## config.mk

```make
export PLATFORM = sky130hd
export DESIGN_NAME = rspi_slave
export DESIGN_NICKNAME = d
export VERILOG_FILES = /design/src/rtl/rspi_pkg.sv /design/src/rtl/rspi_edge.sv /design/src/rtl/rspi_regfile.sv /design/src/rtl/rspi_engine.sv /design/src/rtl/rspi_slave.sv
export SDC_FILE = /design/constraint.sdc
export NUM_CORES = 1
export LEC_CHECK = 0
export ABC_AREA = 1
export CAP_MARGIN = 40
export CORE_MARGIN = 3
export CORE_UTILIZATION = 50
export DETAILED_ROUTE_END_ITERATION = 8
export PLACE_DENSITY_LB_ADDON = 0.25
export SLEW_MARGIN = 40
export SYNTH_ARGS = -nofsm -noshare
export SYNTH_HDL_FRONTEND = slang
export SYNTH_SLANG_ARGS = --single-unit
```

## constraint.sdc

```tcl
create_clock -name clk -period 3.2 [get_ports clk]
set_input_delay 0.32 -clock clk [delete_from_list [all_inputs] [get_ports clk]]
set_output_delay 0.32 -clock clk [all_outputs]
set_load 0.02 [all_outputs]
```

## src/rtl/rspi_pkg.sv

```systemverilog
package rspi_pkg;
  localparam int CMD_W  = 16;
  localparam int ADDR_W = 13;
  localparam int BYTE_W = 8;
  localparam int CNT_W  = 2;

  typedef enum logic {
    PH_CMD  = 1'b0,
    PH_DATA = 1'b1
  } phase_e;
endpackage

```

## src/rtl/rspi_edge.sv

```systemverilog
module rspi_edge (
  input  logic clk,
  input  logic rst_n,
  input  logic cs_n,
  input  logic sclk,
  output logic rise,
  output logic fall
);
  logic sclk_q;

  always_ff @(posedge clk or negedge rst_n) begin
    if (!rst_n) sclk_q <= 1'b0;
    else        sclk_q <= sclk;
  end

  // edges only count while the port is selected
  assign rise = !cs_n &&  sclk && !sclk_q;
  assign fall = !cs_n && !sclk &&  sclk_q;
endmodule

```

## src/rtl/rspi_regfile.sv

```systemverilog
module rspi_regfile
  import rspi_pkg::*;
#(
  parameter int NUM_REGS = 8
) (
  input  logic              clk,
  input  logic              rst_n,
  input  logic              wr_en,
  input  logic [ADDR_W-1:0] wr_addr,
  input  logic [BYTE_W-1:0] wr_data,
  input  logic [ADDR_W-1:0] rd_addr,
  output logic [BYTE_W-1:0] rd_data,
  output logic              lsb_first
);
  localparam int IDX_W = (NUM_REGS > 1) ? $clog2(NUM_REGS) : 1;
  localparam logic [ADDR_W-1:0] LIMIT = ADDR_W'(NUM_REGS);

  logic [NUM_REGS-1:0][BYTE_W-1:0] regs;
  logic wr_hit, rd_hit;

  assign wr_hit = wr_addr < LIMIT;
  assign rd_hit = rd_addr < LIMIT;

  for (genvar i = 0; i < NUM_REGS; i++) begin : g_reg
    logic [BYTE_W-1:0] q;
    always_ff @(posedge clk or negedge rst_n) begin
      if (!rst_n) q <= '0;
      else if (wr_en && wr_addr == ADDR_W'(i)) q <= wr_data;
    end
    assign regs[i] = q;
  end

  assign rd_data   = rd_hit ? regs[rd_addr[IDX_W-1:0]] : '0;
  assign lsb_first = regs[0][0];

  AST_UNMAPPED_WRITE_IGNORED: assert property (@(posedge clk) disable iff (!rst_n)
    (wr_en && !wr_hit) |=> $stable(regs));
endmodule

```

## src/rtl/rspi_engine.sv

```systemverilog
module rspi_engine
  import rspi_pkg::*;
(
  input  logic              clk,
  input  logic              rst_n,
  input  logic              cs_n,
  input  logic              sdi,
  input  logic              rise,
  input  logic              fall,
  input  logic              lsb_cfg,
  input  logic [BYTE_W-1:0] rd_data,
  output logic [ADDR_W-1:0] rd_addr,
  output logic              wr_en,
  output logic [ADDR_W-1:0] wr_addr,
  output logic [BYTE_W-1:0] wr_data,
  output logic              sdo,
  output logic              sdo_en
);
  localparam logic [3:0] CMD_LAST  = 4'(CMD_W - 1);
  localparam logic [3:0] BYTE_LAST = 4'(BYTE_W - 1);

  phase_e            phase;
  logic [3:0]        bit_cnt;
  logic [CMD_W-2:0]  cmd_sh;
  logic              is_read;
  logic [CNT_W-1:0]  bytes_left;
  logic [ADDR_W-1:0] addr;
  logic              lsb_lat;
  logic [BYTE_W-1:0] tx, rx;
  logic              drive, sdo_q;

  logic [CMD_W-1:0]  cmd_next;
  logic [BYTE_W-1:0] rx_next;
  logic [ADDR_W-1:0] addr_step;
  logic              byte_done;

  assign cmd_next  = {cmd_sh, sdi};
  assign rx_next   = lsb_lat ? {sdi, rx[BYTE_W-1:1]} : {rx[BYTE_W-2:0], sdi};
  assign addr_step = lsb_lat ? addr + 1'b1 : addr - 1'b1;
  assign rd_addr   = (phase == PH_CMD) ? cmd_next[ADDR_W-1:0] : addr_step;
  assign byte_done = rise && phase == PH_DATA && bit_cnt == BYTE_LAST;

  assign wr_en   = byte_done && !is_read;
  assign wr_addr = addr;
  assign wr_data = rx_next;

  always_ff @(posedge clk or negedge rst_n) begin
    if (!rst_n) begin
      phase      <= PH_CMD;
      bit_cnt    <= '0;
      cmd_sh     <= '0;
      is_read    <= 1'b0;
      bytes_left <= '0;
      addr       <= '0;
      lsb_lat    <= 1'b0;
      tx         <= '0;
      rx         <= '0;
      drive      <= 1'b0;
      sdo_q      <= 1'b0;
    end else if (rise) begin
      if (phase == PH_CMD) begin
        cmd_sh <= cmd_next[CMD_W-2:0];
        if (bit_cnt == CMD_LAST) begin
          phase      <= PH_DATA;
          bit_cnt    <= '0;
          is_read    <= cmd_next[CMD_W-1];
          bytes_left <= cmd_next[ADDR_W+CNT_W-1:ADDR_W];
          addr       <= cmd_next[ADDR_W-1:0];
          lsb_lat    <= lsb_cfg;
          tx         <= rd_data;
        end else begin
          bit_cnt <= bit_cnt + 1'b1;
        end
      end else begin
        rx <= rx_next;
        if (bit_cnt == BYTE_LAST) begin
          bit_cnt <= '0;
          addr    <= addr_step;
          tx      <= rd_data;
          if (bytes_left == '0) begin
            phase <= PH_CMD;
            drive <= 1'b0;
          end else begin
            bytes_left <= bytes_left - 1'b1;
          end
        end else begin
          bit_cnt <= bit_cnt + 1'b1;
        end
      end
    end else if (fall && phase == PH_DATA && is_read) begin
      sdo_q <= lsb_lat ? tx[0] : tx[BYTE_W-1];
      tx    <= lsb_lat ? {1'b0, tx[BYTE_W-1:1]} : {tx[BYTE_W-2:0], 1'b0};
      drive <= 1'b1;
    end
  end

  assign sdo    = sdo_q;
  assign sdo_en = drive && !cs_n;

  AST_DRIVE_ONLY_READ: assert property (@(posedge clk) disable iff (!rst_n)
    sdo_en |-> (phase == PH_DATA && is_read));
  AST_STALL_FREEZE: assert property (@(posedge clk) disable iff (!rst_n)
    cs_n |=> ($stable(phase) && $stable(bit_cnt) && $stable(addr) && $stable(bytes_left)));
  AST_ORDER_HELD: assert property (@(posedge clk) disable iff (!rst_n)
    (phase == PH_DATA && $past(phase == PH_DATA)) |-> $stable(lsb_lat));
  AST_DATA_BIT_RANGE: assert property (@(posedge clk) disable iff (!rst_n)
    (phase == PH_DATA) |-> (bit_cnt <= BYTE_LAST));
  AST_LAUNCH_ON_FALL: assert property (@(posedge clk) disable iff (!rst_n)
    !fall |=> $stable(sdo_q));
endmodule

```

## src/rtl/rspi_slave.sv

```systemverilog
module rspi_slave
  import rspi_pkg::*;
#(
  parameter int NUM_REGS = 8
) (
  input  logic clk,
  input  logic rst_n,
  input  logic spi_cs_n,
  input  logic spi_sclk,
  input  logic spi_sdi,
  output logic spi_sdo,
  output logic spi_sdo_en
);
  logic              rise, fall, lsb_cfg, wr_en;
  logic [ADDR_W-1:0] rd_addr, wr_addr;
  logic [BYTE_W-1:0] rd_data, wr_data;

  rspi_edge u_edge (
    .clk  (clk),
    .rst_n(rst_n),
    .cs_n (spi_cs_n),
    .sclk (spi_sclk),
    .rise (rise),
    .fall (fall)
  );

  rspi_engine u_engine (
    .clk    (clk),
    .rst_n  (rst_n),
    .cs_n   (spi_cs_n),
    .sdi    (spi_sdi),
    .rise   (rise),
    .fall   (fall),
    .lsb_cfg(lsb_cfg),
    .rd_data(rd_data),
    .rd_addr(rd_addr),
    .wr_en  (wr_en),
    .wr_addr(wr_addr),
    .wr_data(wr_data),
    .sdo    (spi_sdo),
    .sdo_en (spi_sdo_en)
  );

  rspi_regfile #(.NUM_REGS(NUM_REGS)) u_regs (
    .clk      (clk),
    .rst_n    (rst_n),
    .wr_en    (wr_en),
    .wr_addr  (wr_addr),
    .wr_data  (wr_data),
    .rd_addr  (rd_addr),
    .rd_data  (rd_data),
    .lsb_first(lsb_cfg)
  );

  AST_NO_DRIVE_WHEN_IDLE: assert property (@(posedge clk) disable iff (!rst_n)
    (spi_cs_n && $past(spi_cs_n)) |-> !spi_sdo_en);
endmodule

```

==> flow_summary.yaml <==
outcome:
  outcome: "finished, final reports clean"
timing:
  setup_viol: 0
  slew_headroom_pct: 50.8
  maxSlewViolCount: 0
  finalHoldViolations: 0
  period_needed_ns: 2.87
  tightestPinTransition_ns: 0.737
  rsz0062_at_grt: "false"
  fin_worst_skew_ns: 0.00581
  period_share_pct: 89.8
  worst_slack_ns: 0.327
  setup_tns_ns: 0
  clock.fmax_mhz: 348
route:
  vias_per_cell: 5.45
  initialDrtViolationCount: 484
  first_pass_iters: 5
  wire_per_inst_um: 15.8
  ant_nets: 0
  routed-via-count: 5413
  drc: 0
  wl_um: 15700
die:
  die_y_um: 117
  die_w_um: 117
  core_sq_um: 12100
  initial_utilization_pct: 51.4
  rows: 40
  pin_count: 7
  die_area_sq_um: 13800
global_routing:
  grt_pass1_vias: 5243
  antenna_found_initial: 0
  groute.usage.overall_pct: 24.1
  gr-total-overflow: 0
  grt_pass1_wl_um: 26300
  grt_max_degree: 53
cts:
  clock_sinks: 120
  post_cts_resized: 0
  numCtsBuffers: 17
  clk_latency_ns: 0.42
  clockBufferDepth: 2
  cts_hold_buf: 1
  cts.clk_slew.worst_paths_ns: 0.06
  ctsRootBufferMaster: "clkbuf_16"
  cts_max_level: 4
  post_cts_buffers: 0
  cts_tree: "done"
min_path:
  hp-class: "input pin to register"
finish:
  drive_above_1_share_pct: 10.0
  nets: 825
  diodes: 0
  area_growth_pct: 14.1
  utilization_pct: 58.7
synth:
  syn_area_sq_um: 6200
  synth.distinct_cells: 31
  ys_seq_area_share_pct: 48.4
  synth_top_area_cell: "dfrtp_1"
  synth-seq-cells: 120
  ys_top_cells_by_area: "dfrtp_1 48%, nand2_1 16%, o21ai_0 9.0%"
  syn_avg_cell_area_sq_um: 7.69
  postSynthCellCount: 807
  yosysWarningCount: 0
  synth.top_cell.area_share_pct: 48.4
  syn_nets: 818
flow_run:
  drv_cap: 0
worst_setup_path:
  cp-end-kind: "register"
  crit_arrival_ns: 3.22
  reg2reg_setup_slack_ns: 0.33
  path_max_fanout: 16
  crit_required_ns: 3.54
  start_kind: "register"
  crit_type: "register to register"
placement:
  hpwl_um: 10700
  place.gp.congestion: 0.872
  port_buffers: 6
  pre_cts_ws_ns: 0.377
pwr:
  p_seq_share_pct: 32.4
  p_leak_nw: 3.35
  power_density_nw_per_um2: 900
  ir_drop_uv: 478
  p_sw_share_pct: 40.3
  p_sw_mw: 2.57
  intPower_mw: 3.81
  clock_power_share_pct: 31.0
  pwr-share-comb_pct: 36.6
per-stage QoR:
stage	cells	hold WS, ns	cell area (sq um)	power (mW)
after floorplan	807	0.0244	6200	3.62
after CTS	994	0.382	7080	6.40
final	994	0.397	7080	6.37
after detailed placement	962	0.315	6450	4.39
after global routing	994	0.397	7080	6.82
after global placement	962	0.311	6450	4.33
final cells by class:
class / instances / area [sq um]
Clock buffer: 20 / 467
Tap cell: 168 / 210
Clock inverter: 11 / 146
Multi-Input combinational cell: 590 / 2820
Fill cell: 1112 / 4980
Timing Repair Buffer: 22 / 193
Inverter: 63 / 236
Sequential cell: 120 / 3000
state kept, by name, summed over array words and instances, names as in the netlist:
name,count
u_engine.cmd_sh,15
u_engine.drive,1
u_engine.wr_addr,13
u_engine.tx,8
u_engine.phase,1
u_edge.sclk_q,1
u_engine.bit_cnt,4
u_engine.is_read,1
u_engine.lsb_lat,1
u_engine.rx,8
u_engine.sdo,1
u_engine.bytes_left,2
u_regs.g.q,64
worst paths after layout:
path                                             startpoint  cells after the start                                to
setup / recovery            u_engine.wr_addr[0]$_DFFE_PN0P_                     12        u_engine.tx[6]$_DFFE_PN0P_
hold / removal                                     spi_sclk                      1           u_edge.sclk_q$_DFF_PN0_
setup reg to reg            u_engine.wr_addr[0]$_DFFE_PN0P_                     12        u_engine.tx[6]$_DFFE_PN0P_
hold reg to reg            u_regs.g_reg[0].q[2]$_DFFE_PN0P_                      2  u_regs.g_reg[0].q[2]$_DFFE_PN0P_
max in group asynchronous                             rst_n                      3  u_regs.g_reg[3].q[6]$_DFFE_PN0P_
min in group asynchronous                             rst_n                      2    u_engine.cmd_sh[8]$_DFFE_PN0P_
critical path, stage by stage (launching register included):
cell and delay (ns):
dfrtp_1 0.41, clkinv_1 0.27, ha_1 0.39, xor2_1 0.17, nand2_1 0.09, o21ai_2 0.12, inv_1 0.47, nand2_1 0.13
nand3_1 0.16, o21ai_0 0.19, nor2_1 0.14, nand3_1 0.09, a21oi_1 0.16
placed cells by master, fill, tap and decap left out, types with 4 or more instances in the layout:
master           Yosys  final
a21oi_1             20     20
clkbuf_16            0     17
dfrtp_1            120    120
nor2_1              50     50
a31oi_1              6      6
o211ai_1            23     23
buf_4                1     15
nand4_1              4      4
nand2_1            268    268
nor4_1               9      9
o21ai_0            111    111
nand3_1             49     49
clkdlybuf4s50_1      0      5
ha_1                 6      6
or2_2               21     21
mux2_2               7      7
inv_1               61     61
synth_stat cells, drive strengths merged:
library cell	count
a21oi	20
a31oi	6
buf	9
clkbuf	25
clkinv	1
dfrtp	120
ha	6
inv	62
mux2	7
nand2	269
nand3	49
nand3b	2
nand4	4
nor2	52
nor3	3
nor4	9
o211ai	23
o21a	1
o21ai	112
o32a	1
or2	21
xnor2	2
xor2	3
per-layer routing:
metal | track usage (%) | vias up | share of wire [%]
met5 | 0 | - | 0
met4 | 9.60 | 0 | 2.5
met3 | 6.41 | 30 | 5.3
met2 | 39.2 | 154 | 48
met1 | 30.7 | 2574 | 44
li1 | - | 2655 | -
power groups by stage:
stage	Sequential, mW	Clock (mW)	Combinational, mW
after floorplan	1.98	0	1.64
after global placement	2.07	0	2.27
after detailed placement	2.08	0	2.31
after CTS	2.06	2.01	2.33
after global routing	2.10	2.09	2.63
final	2.07	1.97	2.33
cell families (layout without fill, tap and decap cells):
kind of cell / after synthesis / after routing / synth area share [%]
flip-flops: 120 / 120 / 48.4
buffers and inverters: 97 / 116 / 6.07
multiplexers: 7 / 7 / 1.27
AO/OA/AOI/OAI: 163 / 163 / 14.4
XOR/XNOR: 5 / 5 / 0.706
AND/OR/NAND/NOR: 409 / 409 / 27.9
adder cells (fa/ha/maj): 6 / 6 / 1.21
Power figures use the tool's default switching activity.
